$ cat src/rtl/uart_core_pkg.sv
package uart_core_pkg;
  localparam int unsigned DATA_W = 8;
  localparam int unsigned ERR_W  = 3;  // {break, parity, framing}

  localparam logic [3:0] A_DATA = 4'h0;
  localparam logic [3:0] A_STAT = 4'h1;
  localparam logic [3:0] A_LINE = 4'h2;
  localparam logic [3:0] A_CTRL = 4'h5;
  localparam logic [3:0] A_FLAG = 4'h6;
  localparam logic [3:0] A_IID  = 4'h7;
  localparam logic [3:0] A_RXLV = 4'hE;
  localparam logic [3:0] A_TXLV = 4'hF;

  typedef struct packed {
    logic       stp2;
    logic       eps;
    logic       pen;
    logic [1:0] wl;
  } frame_cfg_t;

  typedef enum logic [2:0] {
    RX_IDLE, RX_START, RX_DATA, RX_PAR, RX_STOP, RX_HOLD
  } rx_state_e;

  function automatic logic [3:0] data_len(logic [1:0] wl);
    return 4'd5 + {2'b00, wl};
  endfunction
endpackage

$ cat src/rtl/uart_fifo.sv
// DEPTH must be a power of two; pointers wrap naturally.
module uart_fifo #(
  parameter int unsigned W     = 8,
  parameter int unsigned DEPTH = 16
) (
  input  logic                       clk_i,
  input  logic                       rst_ni,
  input  logic [$clog2(DEPTH):0]     lim_i,
  input  logic                       push_i,
  input  logic [W-1:0]               data_i,
  input  logic                       pop_i,
  output logic [W-1:0]               data_o,
  output logic [$clog2(DEPTH):0]     cnt_o,
  output logic                       full_o,
  output logic                       empty_o
);
  localparam int unsigned AW = $clog2(DEPTH);

  logic [W-1:0]  mem_q [DEPTH];
  logic [AW-1:0] wr_q, rd_q;
  logic [AW:0]   cnt_q;
  logic          do_push, do_pop;

  assign full_o  = cnt_q >= lim_i;
  assign empty_o = cnt_q == '0;
  assign do_push = push_i & ~full_o;
  assign do_pop  = pop_i & ~empty_o;
  assign data_o  = mem_q[rd_q];
  assign cnt_o   = cnt_q;

  always_ff @(posedge clk_i) begin
    if (do_push) mem_q[wr_q] <= data_i;
  end

  always_ff @(posedge clk_i or negedge rst_ni) begin
    if (!rst_ni) begin
      wr_q  <= '0;
      rd_q  <= '0;
      cnt_q <= '0;
    end else begin
      if (do_push) wr_q <= wr_q + 1'b1;
      if (do_pop)  rd_q <= rd_q + 1'b1;
      if (do_push && !do_pop)      cnt_q <= cnt_q + 1'b1;
      else if (do_pop && !do_push) cnt_q <= cnt_q - 1'b1;
    end
  end
endmodule

$ cat src/rtl/uart_tx_ser.sv
module uart_tx_ser import uart_core_pkg::*; #(
  parameter int unsigned OVS = 16
) (
  input  logic               clk_i,
  input  logic               rst_ni,
  input  logic               tick_i,
  input  logic               en_i,
  input  frame_cfg_t         cfg_i,
  input  logic               valid_i,
  input  logic [DATA_W-1:0]  data_i,
  output logic               pop_o,
  output logic               txd_o,
  output logic               active_o
);
  localparam int unsigned OW = $clog2(OVS);

  logic [11:0]       sh_q, frm;
  logic [3:0]        left_q, flen, nd;
  logic [OW-1:0]     ov_q;
  logic [DATA_W-1:0] dm;
  logic              par;

  always_comb begin
    nd   = data_len(cfg_i.wl);
    dm   = data_i & (8'hFF >> (4'd8 - nd));
    par  = ^dm ^ ~cfg_i.eps;
    frm  = '1;
    frm[0] = 1'b0;
    for (int i = 0; i < 8; i++) if (i < int'(nd)) frm[i+1] = dm[i];
    if (cfg_i.pen) frm[nd + 4'd1] = par;
    flen = nd + 4'd2 + {3'b000, cfg_i.pen} + {3'b000, cfg_i.stp2};
  end

  assign active_o = left_q != '0;
  assign pop_o    = ~active_o & valid_i & en_i;
  assign txd_o    = active_o ? sh_q[0] : 1'b1;

  always_ff @(posedge clk_i or negedge rst_ni) begin
    if (!rst_ni) begin
      sh_q   <= '1;
      left_q <= '0;
      ov_q   <= '0;
    end else if (pop_o) begin
      sh_q   <= frm;
      left_q <= flen;
      ov_q   <= '0;
    end else if (active_o && tick_i) begin
      if (ov_q == OW'(OVS - 1)) begin
        ov_q   <= '0;
        sh_q   <= {1'b1, sh_q[11:1]};
        left_q <= left_q - 4'd1;
      end else begin
        ov_q <= ov_q + 1'b1;
      end
    end
  end
endmodule

$ cat src/rtl/uart_rx_des.sv
module uart_rx_des import uart_core_pkg::*; #(
  parameter int unsigned OVS = 16
) (
  input  logic               clk_i,
  input  logic               rst_ni,
  input  logic               tick_i,
  input  logic               en_i,
  input  logic [1:0]         wl_i,
  input  logic               pen_i,
  input  logic               eps_i,
  input  logic               rxd_i,
  output logic               push_o,
  output logic [DATA_W-1:0]  data_o,
  output logic [ERR_W-1:0]   err_o
);
  localparam int unsigned OW = $clog2(OVS);

  rx_state_e         st_q;
  logic [OW-1:0]     ov_q;
  logic [2:0]        idx_q;
  logic [DATA_W-1:0] dat_q;
  logic              pb_q;
  logic [3:0]        nd;
  logic              at_mid, at_end;

  assign nd     = data_len(wl_i);
  assign at_mid = ov_q == OW'(OVS / 2 - 1);
  assign at_end = ov_q == OW'(OVS - 1);

  always_ff @(posedge clk_i or negedge rst_ni) begin
    if (!rst_ni) begin
      st_q   <= RX_IDLE;
      ov_q   <= '0;
      idx_q  <= '0;
      dat_q  <= '0;
      pb_q   <= 1'b0;
      push_o <= 1'b0;
      data_o <= '0;
      err_o  <= '0;
    end else begin
      push_o <= 1'b0;
      unique case (st_q)
        RX_IDLE: begin
          ov_q <= '0;
          if (en_i && !rxd_i) st_q <= RX_START;
        end
        RX_START: if (tick_i) begin
          if (at_mid) begin
            ov_q  <= '0;
            idx_q <= '0;
            dat_q <= '0;
            st_q  <= rxd_i ? RX_IDLE : RX_DATA;
          end else ov_q <= ov_q + 1'b1;
        end
        RX_DATA: if (tick_i) begin
          if (at_end) begin
            ov_q         <= '0;
            dat_q[idx_q] <= rxd_i;
            idx_q        <= idx_q + 3'd1;
            if ({1'b0, idx_q} == nd - 4'd1) st_q <= pen_i ? RX_PAR : RX_STOP;
          end else ov_q <= ov_q + 1'b1;
        end
        RX_PAR: if (tick_i) begin
          if (at_end) begin
            ov_q <= '0;
            pb_q <= rxd_i;
            st_q <= RX_STOP;
          end else ov_q <= ov_q + 1'b1;
        end
        RX_STOP: if (tick_i) begin
          if (at_end) begin
            ov_q     <= '0;
            push_o   <= 1'b1;
            data_o   <= dat_q;
            err_o[0] <= ~rxd_i;
            err_o[1] <= pen_i & (pb_q != (^dat_q ^ ~eps_i));
            err_o[2] <= ~rxd_i & (dat_q == '0) & (~pen_i | ~pb_q);
            st_q     <= rxd_i ? RX_IDLE : RX_HOLD;
          end else ov_q <= ov_q + 1'b1;
        end
        RX_HOLD: if (rxd_i) st_q <= RX_IDLE;
        default: st_q <= RX_IDLE;
      endcase
    end
  end
endmodule

$ cat src/rtl/uart_core.sv
module uart_core import uart_core_pkg::*; #(
  parameter int unsigned FIFO_DEPTH = 16,
  parameter int unsigned OVS        = 16,
  parameter int unsigned TOUT_BITS  = 32
) (
  input  logic        clk_i,
  input  logic        rst_ni,
  input  logic        tick_i,
  input  logic        req_i,
  input  logic        we_i,
  input  logic [5:0]  addr_i,
  input  logic [31:0] wdata_i,
  output logic [31:0] rdata_o,
  input  logic        rxd_i,
  output logic        txd_o,
  input  logic        cts_i,
  output logic        irq_o
);
  localparam int unsigned CW       = $clog2(FIFO_DEPTH) + 1;
  localparam int unsigned RXW      = DATA_W + ERR_W;
  localparam int unsigned TOUT_LIM = TOUT_BITS * OVS;
  localparam int unsigned TW       = $clog2(TOUT_LIM + 1);

  logic [3:0]  widx;
  logic        wr, rd;
  logic        wr_data, wr_stat, wr_line, wr_ctrl, wr_iid, wr_rxlv, wr_txlv, rd_data;
  logic [6:0]  lcr_q, cr_q;
  logic [CW-1:0] rxl_q, txl_q, lim;
  logic [3:0]  st_q, iir_q, set;
  logic [1:0]  cts_s, rxd_s;
  logic        cts_d, cts_chg;
  frame_cfg_t  cfg;

  logic              tx_pop, tx_full, tx_empty, tx_active, ser_txd;
  logic [DATA_W-1:0] tx_head;
  logic [CW-1:0]     tx_cnt, rx_cnt;
  logic              rx_push, rx_full, rx_empty, rx_pop, ovr_evt;
  logic [DATA_W-1:0] rx_data;
  logic [ERR_W-1:0]  rx_err;
  logic [RXW-1:0]    rx_head;
  logic              busy, tout_hit;
  logic [TW-1:0]     tcnt_q;
  logic [7:0]        flags;
  logic              unused_bits;

  assign unused_bits = ^{addr_i[1:0], wdata_i[31:8]};

  assign widx    = addr_i[5:2];
  assign wr      = req_i & we_i;
  assign rd      = req_i & ~we_i;
  assign wr_data = wr & (widx == A_DATA);
  assign wr_stat = wr & (widx == A_STAT);
  assign wr_line = wr & (widx == A_LINE);
  assign wr_ctrl = wr & (widx == A_CTRL);
  assign wr_iid  = wr & (widx == A_IID);
  assign wr_rxlv = wr & (widx == A_RXLV);
  assign wr_txlv = wr & (widx == A_TXLV);
  assign rd_data = rd & (widx == A_DATA);

  assign cfg = '{stp2: lcr_q[3], eps: lcr_q[2], pen: lcr_q[1], wl: lcr_q[6:5]};
  assign lim = lcr_q[4] ? CW'(FIFO_DEPTH) : CW'(1);

  uart_fifo #(.W(DATA_W), .DEPTH(FIFO_DEPTH)) tx_fifo_i (
    .clk_i, .rst_ni, .lim_i(lim),
    .push_i(wr_data), .data_i(wdata_i[DATA_W-1:0]), .pop_i(tx_pop),
    .data_o(tx_head), .cnt_o(tx_cnt), .full_o(tx_full), .empty_o(tx_empty)
  );

  uart_tx_ser #(.OVS(OVS)) tx_i (
    .clk_i, .rst_ni, .tick_i, .en_i(cr_q[0]), .cfg_i(cfg),
    .valid_i(~tx_empty), .data_i(tx_head),
    .pop_o(tx_pop), .txd_o(ser_txd), .active_o(tx_active)
  );

  uart_rx_des #(.OVS(OVS)) rx_i (
    .clk_i, .rst_ni, .tick_i, .en_i(cr_q[0]),
    .wl_i(cfg.wl), .pen_i(cfg.pen), .eps_i(cfg.eps), .rxd_i(rxd_s[1]),
    .push_o(rx_push), .data_o(rx_data), .err_o(rx_err)
  );

  assign rx_pop  = rd_data & ~rx_empty;
  assign ovr_evt = rx_push & rx_full;

  uart_fifo #(.W(RXW), .DEPTH(FIFO_DEPTH)) rx_fifo_i (
    .clk_i, .rst_ni, .lim_i(lim),
    .push_i(rx_push), .data_i({rx_err, rx_data}), .pop_i(rd_data),
    .data_o(rx_head), .cnt_o(rx_cnt), .full_o(rx_full), .empty_o(rx_empty)
  );

  assign txd_o = ser_txd & ~lcr_q[0];
  assign busy  = ~tx_empty | tx_active;
  assign flags = {tx_empty, rx_full, tx_full, rx_empty, busy, 2'b00, cts_s[1]};

  always_ff @(posedge clk_i or negedge rst_ni) begin
    if (!rst_ni) begin
      cts_s <= '0;
      cts_d <= 1'b0;
      rxd_s <= '1;
    end else begin
      cts_s <= {cts_s[0], cts_i};
      cts_d <= cts_s[1];
      rxd_s <= {rxd_s[0], rxd_i};
    end
  end
  assign cts_chg = cts_s[1] ^ cts_d;

  // idle time counter, restarted by each arrival
  always_ff @(posedge clk_i or negedge rst_ni) begin
    if (!rst_ni)                         tcnt_q <= '0;
    else if (rx_empty || rx_push)        tcnt_q <= '0;
    else if (tick_i && tcnt_q < TW'(TOUT_LIM)) tcnt_q <= tcnt_q + 1'b1;
  end
  assign tout_hit = tick_i & ~rx_empty & ~rx_push & (tcnt_q == TW'(TOUT_LIM - 1));

  assign set[0] = cr_q[3] & cts_chg;
  assign set[1] = cr_q[4] & ~rx_empty & (rx_cnt >= rxl_q);
  assign set[2] = cr_q[5] & (tx_cnt <= txl_q);
  assign set[3] = cr_q[6] & tout_hit;

  always_ff @(posedge clk_i or negedge rst_ni) begin
    if (!rst_ni) begin
      lcr_q <= '0;
      cr_q  <= '0;
      rxl_q <= CW'(1);
      txl_q <= '0;
      st_q  <= '0;
      iir_q <= '0;
    end else begin
      if (wr_line) lcr_q <= wdata_i[6:0];
      if (wr_ctrl) cr_q  <= wdata_i[6:0];
      if (wr_rxlv) rxl_q <= wdata_i[CW-1:0];
      if (wr_txlv) txl_q <= wdata_i[CW-1:0];
      iir_q <= (wr_iid ? 4'b0 : iir_q) | set;
      if (wr_stat)     st_q      <= '0;
      else if (rx_pop) st_q[2:0] <= rx_head[RXW-1:DATA_W];
      if (ovr_evt)     st_q[3]   <= 1'b1;
    end
  end

  assign irq_o = |iir_q;

  always_comb begin
    unique case (widx)
      A_DATA:  rdata_o = {24'b0, rx_head[DATA_W-1:0]};
      A_STAT:  rdata_o = {28'b0, st_q};
      A_LINE:  rdata_o = {25'b0, lcr_q};
      A_CTRL:  rdata_o = {25'b0, cr_q};
      A_FLAG:  rdata_o = {24'b0, flags};
      A_IID:   rdata_o = {28'b0, iir_q};
      A_RXLV:  rdata_o = 32'(rxl_q);
      A_TXLV:  rdata_o = 32'(txl_q);
      default: rdata_o = '0;
    endcase
  end
endmodule

$ cat config.mk
export PLATFORM = sky130hd
export DESIGN_NAME = uart_core
export DESIGN_NICKNAME = d
export VERILOG_FILES = /design/src/rtl/uart_core_pkg.sv /design/src/rtl/uart_fifo.sv /design/src/rtl/uart_tx_ser.sv /design/src/rtl/uart_rx_des.sv /design/src/rtl/uart_core.sv
export SDC_FILE = /design/constraint.sdc
export NUM_CORES = 1
export LEC_CHECK = 0
export ABC_AREA = 1
export BUFFER_PORTS_ARGS = -buffer_cell sky130_fd_sc_hd__buf_2
export CORE_MARGIN = 3
export CORE_UTILIZATION = 30
export DETAILED_ROUTE_END_ITERATION = 8
export SYNTH_ARGS = -nofsm -noshare
export SYNTH_HDL_FRONTEND = slang
export SYNTH_SLANG_ARGS = --single-unit
export TNS_END_PERCENT = 30
$ cat constraint.sdc
create_clock -name clk_i -period 2.8 [get_ports clk_i]
set_clock_uncertainty 0.05 [all_clocks]
set_input_delay 0.28 -clock clk_i [delete_from_list [all_inputs] [get_ports clk_i]]
set_output_delay 0.28 -clock clk_i [all_outputs]
set_load 0.02 [all_outputs]
After elaboration in Yosys (flattened, before gate mapping) --
Memories as Yosys holds them, arrays and structs flattened. Index checks and enable logic that the tools add are counted.
Storage, ports and cells: memories 2, output and inout bits 34, bits of input ports 45, RAM bits 304, register bits after elaboration 124
Cells by class: reduce and logical (&&, ||, !) cells 40, eq/ne operators 30, bitwise operators 48, mux-type cells 75, order comparisons 17, $add $sub $neg 20, shifts and indexed selects 1
Memory list:
- rx_fifo_i.mem_q | words 16, bits a word 11, rd ports 1, clocked after Yosys merged registers in 0, write ports 1, line uart_fifo.sv:19 | logic [W-1:0] mem_q [DEPTH];
- tx_fifo_i.mem_q | words 16, bits a word 8, rd ports 1, clocked after Yosys merged registers in 0, write ports 1, line uart_fifo.sv:19
Operator list (number):
- 8-bit case mux with 8 select lines | 1
- 3-bit two-way mux | 19
- 12-bit two-way mux | 4
- 4-bit two-way mux | 11
- 8-bit two-way mux | 4
- 1-bit AND | 29
- 4-bit by 1-bit adder with 4-bit output, second input constant | 7
- 5-bit two-way mux | 5
- 1-bit two-way mux | 20
- 10-bit two-way mux | 2
- 3-bit case mux with 6 select lines | 1
- 4-bit by 3-bit == test with 1-bit output, second input constant | 4
- 4-bit == test, second input constant | 4
- 3-bit by 4-bit < comparator with 1-bit output, first input constant | 4
- 8-bit case mux with 2 select lines | 1
- 2-bit nonzero test | 8
- 8-bit parity | 2
- 5-bit >= comparator | 3
- 2-bit by 1-bit inequality test with 1-bit output, second input constant | 7
- 12-bit bitwise mux | 1
- 1-bit inverter | 12
- 4-bit case mux with 3 select lines | 1
- 11-bit AND reduction | 1
- 10-bit by 1-bit adder with 10-bit output, second input constant | 1
- 49 further kinds | 79

Longest topological paths before layout --
Gate-level depths: netlist of the first run.
depth after elaboration 9, gate-level depth with buffers 22

Cells and area by module --
From an unflattened synthesis of the first run, not the netlist that was laid out.
Unflattened totals: cells, all modules 2386, area, all modules 21463.1 µm²
Modules (own cells, without submodules):
- uart_fifo (rx_fifo_i) | cells each 860, times used 1, area each 8572.0 µm², seq. area each 5610.4 µm²
- uart_fifo (tx_fifo_i) | cells each 668, times used 1, area each 6558.8 µm², seq. area each 4169.0 µm²
- uart_core | cells each 390, times used 1, area each 2911.5 µm², seq. area each 1179.9 µm²
- uart_rx_des | cells each 241, times used 1, area each 1799.2 µm², seq. area each 775.7 µm²
- uart_tx_ser | cells each 227, times used 1, area each 1621.6 µm², seq. area each 515.5 µm²

Least setup slack after synthesis of the first run --
OpenSTA, ideal clock, no wires.
path kind flip-flop to flip-flop, from reg rx_fifo_i.cnt_q[0] (netlist: rx_fifo_i.cnt_o[0]), to reg rx_fifo_i.cnt_q[4] (netlist: rx_fifo_i.cnt_o[4]), cell stages (with the launch flop) 19, path buffers 0, data arrival time 2797 ps, path slack -172 ps, library setup time 125 ps, path through dfrtp_1 -> inv_1 -> ha_1 -> nor2_1 -> nand3_1 -> nand2_1 -> inv_1 -> nor2_1 -> inv_1 -> nor2_1 -> ha_1 -> inv_1 -> fa_1 -> a21o_1 -> a21oi_1 -> nand2_1 -> nand2_1 -> nor2_1 -> xor2_1
Between the ends: longest elaborated chain between the ends 6, elaborated cells between the ends (all ways) 15, those cells by class 2 x add/sub; 1 x order compare; 2 x mux; 4 x bitwise; 6 x reduce/logical
Ends and longest elaborated chain:
- start: declaration | line uart_fifo.sv:21 | logic [AW:0] cnt_q;
- start signal: assignment | line uart_fifo.sv:43 | if (do_push && !do_pop) cnt_q <= cnt_q + 1'b1;
- start signal: assignment | line uart_fifo.sv:44 | else if (do_pop && !do_push) cnt_q <= cnt_q - 1'b1;
- 5-bit >= comparator (*) | line uart_fifo.sv:24 | assign full_o = cnt_q >= lim_i;
- 1-bit inverter (*) | line uart_fifo.sv:26 | assign do_push = push_i & ~full_o;
- 1-bit AND (*) | line uart_fifo.sv:26
- via rx_fifo_i.do_push | line uart_fifo.sv:22 | logic do_push, do_pop;
- 1-bit logical NOT | line uart_fifo.sv:44
- 1-bit logical AND | line uart_fifo.sv:44
- 2-bit nonzero test (no line)
The timed path passes the listed nets; every way through them passes the cells marked *. The select of a mux whose other input is x is not followed. A chain may end at the register's enable or synchronous reset.

Final worst setup path of the first run --
from reg rx_fifo_i.rd_q[0], to out rdata_o[1]
Between the ends: longest elaborated chain between the ends 2
Ends and longest elaborated chain:
- start: declaration | line uart_fifo.sv:20 | logic [AW-1:0] wr_q, rd_q;
- start signal: assignment | line uart_fifo.sv:42 | if (do_pop) rd_q <= rd_q + 1'b1;
- memory 16 x 11 bit
- 8-bit case mux with 8 select lines | line uart_core.sv:143 | unique case (widx)
- end: declaration | line uart_core.sv:13 | output logic [31:0] rdata_o,
Every way passes these cells.

==> impl_results.md, run 1 <==
* WP data required at approximately 2500 ps
* Die W at roughly 260 um
* CP Class: flop to output port
* Largest net degree at the start of global routing at between 50 and 60
* Top sig layer: met4
* Post-synthesis sequential area ratio at 0.626
* Final Hold Vio Count at 0
* Crit path launch: rx_fifo_i.rd_q[0]
* Failing checks: setup timing
* Met1 wire length at about 22000 um
* Total CTS buffers at 46
* Synth Flop Type: edfxtp_1
* Top cell type by total area after synthesis: edfxtp_1
* CTS tree: built
* Top-area cell type share of the netlist area at 0.467
* Peak supply drop at ~420 uV
* Post-layout util at 0.367
* P_leak at ~9.0 nW
* Area Overhead vs Synth at 19.7%
* Minimum clock period at between 2000 and 3000 ps
* Distinct cells, synth at 55
* Placed wire-length estimate at approximately 32000 um
* R2r endpoint: tx_fifo_i.cnt_o[4]
* F_max at approximately 0.35 GHz
* Global route overflow at 0
* Maximum root-to-sink buffer count at 3
* Final wirelength at 48900 um
* IO buf count at 28
* Crit-path cells: buf_6, clkbuf_16, o21ai_4, o221ai_2, nand3_1, nand2_2, a22oi_2, buf_4, o2111ai_2, buf_6, buf_6
* R2R Setup Slk at approximately 110 ps
* Commonest non-fill, non-tap cell in the layout: nand2_1
* Num rows at ~90
* DRT iter0 DRCs at 958
* GP Congestion at between 0.8 and 0.9
* Mean Syn Cell Area at approximately 10 um^2
* Critical path depth at 11
* Tcrit/Tclk final at 1.03
* Final Worst Setup Slack at -80.2 ps
* H-tree depth at 2
* Clock Sinks at 428
* Via Count at 13800
* # nets final at roughly 2100
* Slew @ Worst Pin at around 670 ps
* Vias in the first global route at around 14000
* Crit path DAT at around 2600 ps
* Routed Antenna Nets at 0
* Top cell by count, worst path: buf_6
* Fillcell total at roughly 6200
* CP Max Fanout at 6
* Clk pin slew, worst setup/hold paths at ~60 ps
* Die H at 261 um
* Max stage delay on crit path at 460 ps
* Initial antenna violation count at 1
* Worst skew pair latency at about 590 ps
* Hold slack at 67.4 ps
* Synthesis Warnings at 0
* Most frequent cells in the layout: nand2_1, edfxtp_1, nor2_1
* #FFs+latches synth at between 400 and 500
* CTS root buf: clkbuf_16
* Pwr Density at 814 nW/um^2
* DRT Pass-1 Iters at 5
* Die area at 68300 um^2
* CP startpoint kind: flop
* Share of layout cells above drive strength 1 at 0.154
* Setup crit end: rdata_o[1]
* Cell count after synthesis at ~1900
* Ys async rst share at 0.290
* CP max stage cell: dfrtp_2
* Avg WL per Cell at 16.9 um
* Total Power at approximately 0.019 W
* Worst min-delay path category: input pin to flop
* Setup TNS at -246 ps
* Mapped cell area at between 15000 and 20000 um^2
* Element type at the critical path end: output port
* Metal3 WL at ~3000 um
* Unrepaired setup endpoints after global routing: true
* Worst R2R Start: lcr_q[4]
* Io pins at slightly below 80
* Starting Density at 0.307
* Status: finished with violations
* Post-synth EDFFs at just over 300
* CP top delay family: buffers and inverters
* CORE AREA at approximately 64000 um^2
* Crit path buf inv count at 5
* Normalized max-slew margin at 0.548
* Met2 WL at ~23000 um
* Setup violations, final at 5
* Total GRT Usage at 0.142
* Via density at about 4.8
* Maxcap violations at 0
* # DRC at 0
* Largest cells by area after synthesis: edfxtp_1, dfrtp_1, nand2_1, o21ai_0, nor2_1
* First-pass GRT wire length at between 70000 and 80000 um
* Slew Limit Fails at 0
* Reg2reg path depth at 16
## cell type report
type                    count  area, um^2  share of cell area
multi-input cells        1190        6410               0.274
repair buffers            143        1380              0.0590
clock buffers              60        1280              0.0545
diodes                      1        2.50            0.000107
flip-flops and latches    428       12300               0.523
inverters                 194         741              0.0316
well taps                 846        1060              0.0452
clock inverters            26         285              0.0122
## how the worst min path moves through the flow
| stage | from | to | slack (ps) | cells after the start |
|---|---|---|---|---|
| 2_1_floorplan | rst_ni | cr_q[0] | -70 | 0 |
| 3_3_place_gp | rst_ni | tcnt_q[3] | 240 | 1 |
| 3_5_place_dp | rst_ni | tcnt_q[2] | 250 | 1 |
| 4_1_cts | tick_i | rx_i.ov_q[1] | 40 | 4 |
| 5_1_grt | wdata_i[7] | tx_fifo_i.mem_q[0][7] | 70 | 1 |
| 6_report | tick_i | rx_i.ov_q[1] | 70 | 4 |
## worst reg2reg max path: stages (launching register included)
cell,delay (ps)
dfrtp_1,360
inv_2,60
buf_4,140
ha_1,270
o21ai_0,160
nand2_1,120
nor3_4,170
ha_1,190
inv_1,80
ha_1,340
nand2_1,80
nor2_1,50
a211oi_2,190
nand2_1,70
nand2_1,60
nor2_1,40
xor2_1,130
## flip-flops by register name, indices dropped and copies added (netlist names), 7 cells and up
name and count:
rx_i.dat_q 8, tcnt_q 10, rx_i.data_o 8, lcr_q 7, rx_fifo_i.mem_q 176, tx_fifo_i.mem_q 128
cr_q 7, tx_i.sh_q 12
## Yosys cell counts, types with 3 or more instances
| cell | count |
|---|---|
| nand2_1 | 356 |
| inv_2 | 8 |
| o21ai_0 | 186 |
| dfrtp_1 | 109 |
| edfxtp_1 | 304 |
| a21oi_1 | 61 |
| a22oi_1 | 4 |
| fa_1 | 3 |
| nor4_1 | 5 |
| a31oi_1 | 4 |
| o221ai_1 | 24 |
| nand3_1 | 106 |
| buf_2 | 15 |
| a221oi_1 | 4 |
| buf_6 | 7 |
| dfstp_2 | 15 |
| o22ai_1 | 27 |
| a21o_1 | 3 |
| mux2i_1 | 3 |
| nor3_1 | 10 |
| nor2_1 | 229 |
| o31ai_1 | 3 |
| inv_1 | 183 |
| xnor2_1 | 7 |
| nand4_1 | 8 |
| ha_1 | 51 |
| a211oi_1 | 3 |
| nor3_2 | 3 |
| o211ai_2 | 3 |
| o2111ai_1 | 3 |
| nand2_2 | 4 |
| buf_4 | 28 |
| xor2_1 | 23 |
| clkbuf_1 | 45 |
| o211ai_1 | 10 |
| a32o_1 | 4 |
## repair_timing
| item | 4_1_cts | 5_1_grt |
|---|---|---|
| endpoints found under the hold margin | 57 | 0 |
| cloned | 7 | 1 |
| gates resized for setup | 91 | 35 |
| setup endpoints to repair | 7 | 21 |
| hold buffers | 3 | 0 |
| pin swaps | 24 | 16 |
| buffers inserted | 8 | 3 |
## metrics by stage
stage,area (um^2),std cells,setup WS [ps]
floorplan,19700,1907,10.6
global placement,21100,2779,15.2
detailed placement,21100,2779,-0.731
CTS,23200,2883,-95.8
global route,23400,2887,-174
finish,23400,2888,-80.2
## report_power, final
part,leakage (nW),switching (W),internal [W]
logic,4.30,0.00321,0.00218
clock network,0.761,0.00255,0.00362
registers,3.98,0.000356,0.00715
## layer usage
metal  up-vias  track usage
li1       6647            -
met1      6705        0.197
met2       381        0.230
met3        65       0.0235
met4         0       0.0405
met5         -            0
## logic make-up (layout without fill, tap and decap cells)
kind of cell    Yosys count  after routing  synth area share
compound gates          344            344             0.102
fa+ha+maj                54             54            0.0357
mux                       4              4           0.00211
flops                   428            428             0.626
buf+inv                 289            423            0.0646
other cells               1             25          0.000192
xor+xnor                 30             30            0.0134
simple gates            734            734             0.156
Note: power is estimated with default switching activity, not from simulation.
==> run 2: changes to the inputs <==
--- a/config.mk
+++ b/config.mk
@@ -12,5 +12,6 @@
 export DETAILED_ROUTE_END_ITERATION = 8
 export SYNTH_ARGS = -nofsm -noshare
 export SYNTH_HDL_FRONTEND = slang
+export SYNTH_HIERARCHICAL = 1
 export SYNTH_SLANG_ARGS = --single-unit
 export TNS_END_PERCENT = 30
==> run 2 against run 1 <==
Against the previous run: the flow now finishes without violations; maximum frequency rose by 4.7%; critical path depth rose by 3; combinational power rose by 41%; first-iteration DRC count rose by 20%; synthesized cell count rose by 27%; critical path type unchanged; highest routed layer is now met5; critical endpoint is now rdata_o[4]; global-route usage fell by 0.39 points; worst hold slack improved by 13 ps; total power rose by 11%; clock power fell by 3.2%.
==> impl_results.md, run 2 <==
* Io pins at 79 (unchanged)
* #FFs+latches synth at 428 (unchanged)
* Synth Flop Type: edfxtp_1
* Starting Density at 0.305 (-0.00182)
* P_leak at 11.2 nW (+23%)
* Post-synthesis sequential area ratio at 0.571 (-0.0555)
* Largest net degree at the start of global routing at 61 (+5.2%)
* Die H at 273 um (+4.6%)
* Setup violations, final at 0 (-5)
* Minimum clock period at 2750 ps (-129 ps)
* Commonest non-fill, non-tap cell in the layout: nand2_1
* Peak supply drop at 461 uV (+9.4%)
* Vias in the first global route at 14600 (+7.6%)
* Routed Antenna Nets at 0 (unchanged)
* Crit-path cells: buf_12, inv_12, buf_8, nand2_1, nand2_1, nand2_1, nand3_1, nand3_2, nand2_2, inv_1, nor2_2, nor3_2, nand2_2, buf_6
* Slew Limit Fails at 0 (unchanged)
* CP Max Fanout at 9 (+3)
* Post-synthesis xor/xnor area fraction at 0.0106 (-0.00288)
* DRT Pass-1 Iters at 5 (unchanged)
* Top-area cell type share of the netlist area at 0.425 (-0.0414)
* Compound-Gate Fraction of Synth Area at 0.0368 (-0.0648)
* Most common library cells after synthesis: nand2_1, inv_1, nand3_1
* Initial antenna violation count at 4 (+3)
* Global route overflow at 0 (unchanged)
* Synthesis Warnings at 6 (+6)
* H-tree depth at 2 (unchanged)
* Element type at the critical path end: output port
* First-pass GRT wire length at 81500 um (+6.9%)
* Die W at 273 um (+4.6%)
* Slew @ Worst Pin at 767 ps (+95.3 ps)
* CP Class: flop to output port
* Placed Instance Area at 22900 um^2 (+8.8%)
* CTS tree: built
* Status: completed
* Largest cells by area after synthesis: edfxtp_1, nand2_1, dfrtp_1, nand3_1, inv_1
* Post-synthesis simple-gate area fraction at 0.248 (+0.0921)
* Adder-Cell Fraction of Synth Area at 0.0360 (+0.000333)
* F_max at 0.363 GHz (+4.7%)
* Mean Syn Cell Area at 9.00 um^2 (-13%)
* Maxcap violations at 0 (unchanged)
* Main combinational cell family by area after synthesis: simple AND/OR/NAND/NOR gates
* DRT iter0 DRCs at 1146 (+20%)
* Post-route cell area at 25100 um^2 (+7.3%)
* Share of layout cells above drive strength 1 at 0.129 (-0.0250)
* Via density at 4.46 (-6.6%)
* Final Hold Vio Count at 0 (unchanged)
* Most common cell in the netlist: nand2_1
* Via Count at 15500 (+12%)
* Avg WL per Cell at 15.0 um (-11%)
* CP startpoint kind: flop
* Crit path DAT at 2420 ps (-130 ps)
* Max stage delay on crit path at 420 ps (-40 ps)
* IO buf count at 28 (unchanged)
* CTS root buf: clkbuf_16
* Post-layout util at 0.357 (-0.0102)
* Post-synth EDFFs at 304 (unchanged)
* Distinct cells, synth at 45 (-18%)
* Clock Sinks at 428 (unchanged)
* Clk pin slew, worst setup/hold paths at 60 ps (about the same)
* Total CTS buffers at 44 (-4.3%)
* Pwr Density at 845 nW/um^2 (+3.8%)
* Worst skew pair latency at 580 ps (about the same)
* Unrepaired setup endpoints after global routing: true
* Maximum root-to-sink buffer count at 3 (unchanged)
* Placed wire-length estimate at 33400 um (+4.5%)
* Num rows at 97 (+5.4%)
* WP data required at 2470 ps (about the same)
* Normalized max-slew margin at 0.488 (-0.0599)
* Area Overhead vs Synth at 17.1%
* Mapped cell area at 21500 um^2 (+9.7%)
* Ys async rst share at 0.290 (unchanged)
* Die area at 74800 um^2 (+9.5%)
* Tcrit/Tclk final at 0.983 (-0.0460)
* # nets final at 2591 (+23%)
* # DRC at 0 (unchanged)
* Biggest regs: rx_fifo_i/mem_q x176, tx_fifo_i/mem_q x128, tx_i/sh_q x12
* GP Congestion at 0.854 (+0.72%)
* Top cell type by total area after synthesis: edfxtp_1
* Max reg flops at 176 (unchanged)
* CP max stage cell: dfrtp_2
* Most frequent cells in the layout: nand2_1, inv_1, edfxtp_1
* CORE AREA at 70400 um^2 (+10%)
* Top cell by count, worst path: nand2_1
* Largest Register: rx_fifo_i/mem_q
* Filler-free cell count of the finished design at 3464 (+20%)
* Worst min-delay path category: input pin to flop
* Total GRT Usage at 0.138 (-0.00395)
* DP Cell Count at 3358 (+21%)
* Cell count after synthesis at 2386 (+27%)
* Mux share of post-synthesis cell area at 0 (-0.00211)
* Final wirelength at 52000 um (+6.3%)
run 2: changes by cell type after synthesis, sizes merged, moves of 7 or more:
cell and delta:
nor3 -8, o21ai -106, clkbuf -35, nand4 +15
o221ai -24, nor2 -83, inv +191, a21oi -17
buf +41, nand3 +208, o211ai -13, nand2 +388
xor2 -7, o22ai -27
run 2: logic make-up (layout without fill, tap and decap cells):
group           count (synthesis)  after routing
simple gates                 1248           1248
buf+inv                       488            594
flops                         428            428
fa+ha+maj                      60             60
compound gates                136            136
other cells                     1             33
xor+xnor                       25             25
run 2: critical path, delay by kind of cell, from the launching register on:
kind                   cells  cell delay [ps]
and+or+nand+nor            9              820
DFF                        1              420
buffers and inverters      5              580
run 2: where the power goes:
part | switching, W | total (W) | internal, W
logic | 0.00477 | 0.00761 | 0.00284
clock network | 0.00251 | 0.00597 | 0.00347
registers | 0.000416 | 0.00765 | 0.00723
run 2: path summary, 6_finish.rpt:
path / to / from / depth (start not counted) / slack [ps]
setup / recovery: rdata_o[4] / rx_fifo_i/rd_q[0] / 14 / 50
hold / removal: tx_fifo_i/mem_q[1][7] / wdata_i[7] / 1 / 80
setup reg to reg: tx_fifo_i/cnt_o[3] / tx_fifo_i/cnt_o[4] / 12 / 200
hold reg to reg: cts_s[1] / cts_s[0] / 0 / 300
max in group asynchronous: lcr_q[5] / rst_ni / 3 / 1670
min in group asynchronous: tcnt_q[6] / rst_ni / 2 / 200
run 2: area by class of cell:
class                      count  area, um^2
tap                          940        1180
timing repair buffer         125        1270
multi-input combinational   1499        7460
sequential                   428       12300
clock inverter                26         302
inverter                     387        1490
timing repair inverter         1        16.3
fill                        7126       45300
antenna                        3        7.51
clock buffer                  55        1140
run 2: repair_timing:
item                       4_1_cts  5_1_grt
gates resized for setup         33       61
gates cloned                     5        6
pin swaps                        8       22
setup buffers                    4        3
setup endpoints to repair        8       13
hold buffers                     4        0
hold endpoints to repair        58        0
run 2: metal layers:
layer | GRT usage | share of wire | vias to the layer above | routed length, um
met5 | 0 | 0.00025 | - | 13
met4 | 0.0466 | 0.027 | 2 | 1400
met3 | 0.0275 | 0.053 | 88 | 2750
met2 | 0.223 | 0.46 | 260 | 24100
met1 | 0.185 | 0.46 | 7290 | 23700
li1 | - | - | 7813 | -
run 2: per-stage QoR:
stage	worst slack (ps)	hold slack, ps	TNS, ps	power, W
after global placement	219	265	0	0.0144
after global routing	-74.5	73.1	-230	0.0226
final	48.4	80.8	0	0.0212
after CTS	-27.6	52.5	-103	0.0210
after floorplan	259	-65.6	0	0.0125
after detailed placement	215	262	0	0.0144
==> run 3: changes to the inputs <==
--- a/config.mk
+++ b/config.mk
@@ -10,6 +10,7 @@
 export CORE_MARGIN = 3
 export CORE_UTILIZATION = 30
 export DETAILED_ROUTE_END_ITERATION = 8
+export RECOVER_POWER = 100
 export SYNTH_ARGS = -nofsm -noshare
 export SYNTH_HDL_FRONTEND = slang
 export SYNTH_HIERARCHICAL = 1
==> run 3 against run 2 <==
Against the previous run: the run now ends with capacitance limit, slew limit left; first-iteration DRC count shrank 7.2%; count of clock-buffer cells in the layout is the same; combinational power is essentially flat; largest cell class unchanged; die area is the same; register-to-register slack is essentially flat; worst setup slack gained 15 ps.
==> impl_results.md, run 3 (synthesis gave the netlist of run 2 again) <==
* CTS tree: built
* Crit path buf inv count at 5 (unchanged)
* CORE AREA at 70400 um^2 (unchanged)
* Worst skew pair latency at 580 ps (about the same)
* Area Overhead vs Synth at 16.7%
* Final wirelength at 51900 um (about the same)
* Via density at 4.47 (about the same)
* Global route overflow at 0 (unchanged)
* Starting Density at 0.305 (unchanged)
* Vias in the first global route at 14600 (unchanged)
* Clock Sinks at 428 (unchanged)
* Crit-path cells: buf_12, inv_12, buf_8, nand2_1, nand2_1, nand2_1, nand3_1, nand3_2, nand2_2, inv_1, nor2_2, nor3_2, nand2_2, buf_6
* Switching pwr at 0.00768 W (-0.23%)
* Critical path depth at 14 (unchanged)
* Setup violations, final at 0 (unchanged)
* Worst slack, placed at 215 ps (unchanged)
* Most frequent cells in the layout: nand2_1, inv_1, edfxtp_1
* H-tree depth at 2 (unchanged)
* DRT iter0 DRCs at 1063 (-7.2%)
* Top sig layer: met5
* Worst min-delay path category: input pin to flop
* Die area at 74800 um^2 (unchanged)
* Final Worst Setup Slack at 63.2 ps (+14.7 ps)
* Top cell by count, worst path: nand2_1
* Max stage delay on crit path at 420 ps (about the same)
* Total CTS buffers at 44 (unchanged)
* GP Congestion at 0.854 (unchanged)
* Metal3 WL at 2810 um (+2.2%)
* F_max at 0.365 GHz (+0.54%)
* Sw frac at 0.362 (about the same)
* Crit path DAT at 2410 ps (about the same)
* Maxcap violations at 1 (+1)
* Unrepaired setup endpoints after global routing: true
* Status: finished with violations
* First-pass GRT wire length at 81500 um (unchanged)
* CTS root buf: clkbuf_16
* Io pins at 79 (unchanged)
* Tcrit/Tclk final at 0.977 (-0.00527)
* Final Hold Vio Count at 0 (unchanged)
* Slew @ Worst Pin at 1640 ps (+871 ps)
* Max reg flops at 176 (unchanged)
* Combinational Power Share at 0.358 (about the same)
* Minimum clock period at 2740 ps (-14.7 ps)
* Slew Limit Fails at 61 (+61)
* DRT Pass-1 Iters at 6 (+1)
* Avg WL per Cell at 15.0 um (about the same)
* Die W at 273 um (unchanged)
* CP top delay family: simple AND/OR/NAND/NOR gates
* Hold Path Cell Cnt at 5 (+4)
* Normalized max-slew margin at -0.0924 (-0.580)
* Filler-free cell count of the finished design at 3464 (unchanged)
* # DRC at 0 (unchanged)
* Via Count at 15500 (+0.091%)
* WP data required at 2470 ps (about the same)
* Commonest non-fill, non-tap cell in the layout: nand2_1
* Peak supply drop at 457 uV (-0.88%)
* Pwr Density at 846 nW/um^2 (+0.17%)
* Total Power at 0.0212 W (-0.16%)
* Clock Power Share at 0.281 (about the same)
* CP Class: flop to output port
* CP max stage cell: dfrtp_2
* Failing checks: capacitance limit, slew limit
* Element type at the critical path end: output port
* Largest Register: rx_fifo_i/mem_q
* Total GRT Usage at 0.138 (unchanged)
* Reg2reg path depth at 12 (unchanged)
* Num rows at 97 (unchanged)
* Setup TNS at 0 ps (unchanged)
* CP Max Fanout at 9 (unchanged)
* Largest net degree at the start of global routing at 61 (unchanged)
* Die H at 273 um (unchanged)
* Placed wire-length estimate at 33400 um (unchanged)
* Part of the power in registers at 0.361 (about the same)
* P_leak at 11.1 nW (-0.50%)
* Maximum root-to-sink buffer count at 3 (unchanged)
* # nets final at 2591 (unchanged)
* Clk pin slew, worst setup/hold paths at 60 ps (about the same)
* Routed Antenna Nets at 0 (unchanged)
* Met1 wire length at 23600 um (-0.40%)
* Power Internal at 0.0135 W (-0.13%)
* IO buf count at 28 (unchanged)
* Share of layout cells above drive strength 1 at 0.120 (-0.00912)
* Met2 WL at 24100 um (+0.15%)
* CP startpoint kind: flop
* Initial antenna violation count at 4 (unchanged)
* DP Cell Count at 3358 (unchanged)
* Biggest regs: rx_fifo_i/mem_q x176, tx_fifo_i/mem_q x128, tx_i/sh_q x12
[run 3: cell count changes in the layout (fill, tap and decap cells not counted), sizes merged]
cell    delta
clkbuf    +13
buf       -13
[run 3: path summary, 6_finish.rpt]
check	to	slack, ps	start
min	st_q[2]	180	we_i
max in group asynchronous	tx_fifo_i/rd_q[0]	570	rst_ni
max	rdata_o[4]	60	rx_fifo_i/rd_q[0]
min in group asynchronous	tcnt_q[6]	590	rst_ni
min reg2reg	cts_s[1]	300	cts_s[0]
max reg2reg	tx_fifo_i/cnt_o[3]	210	tx_fifo_i/cnt_o[4]
[run 3: area by class of cell]
type | instances | area, um^2
timing repair buffer | 125 | 1240
clock buffer | 55 | 1140
inverter | 387 | 1490
timing repair inverter | 1 | 16.3
tap | 940 | 1180
clock inverter | 26 | 302
sequential | 428 | 12300
antenna | 3 | 7.51
fill | 7149 | 45400
multi-input combinational | 1499 | 7410
[run 3: per-layer routing]
layer  GRT usage  vias up
li1            -     7806
met1       0.185     7297
met2       0.223      274
met3      0.0275       88
met4      0.0466        2
met5           0        -
[run 3: worst min-delay path, delay by kind of cell]
kind / cells / cell delay (ps)
buffers and inverters: 1 / 170
AND/OR/NAND/NOR: 4 / 330
[run 3: through the flow]
stage                     hold slack [ps]  utilization  area (um^2)
after floorplan                     -65.6            -        21600
after global placement                265        0.326        22900
after CTS                            52.5        0.352        24800
after global routing                  185        0.356        25000
final                                 177        0.356        25000
after detailed placement              262        0.326        22900
[run 3: power by group through the flow]
stage               sequential (W)  clock (W)  combinational (W)
finish                     0.00765    0.00596            0.00758
CTS                        0.00765    0.00614            0.00723
global route               0.00771    0.00641            0.00850
floorplan                  0.00765          0            0.00485
detailed placement         0.00778          0            0.00667
global placement           0.00778          0            0.00661
[run 3: what timing repair did]
| action | 4_1_cts | 5_1_grt |
|---|---|---|
| gates resized for setup | 33 | 61 |
| hold buffers | 4 | 0 |
| hold endpoints to repair | 58 | 0 |
| cloned | 5 | 6 |
| endpoints found under the setup margin | 8 | 13 |
| setup buffers | 4 | 3 |
| pin swaps | 8 | 22 |
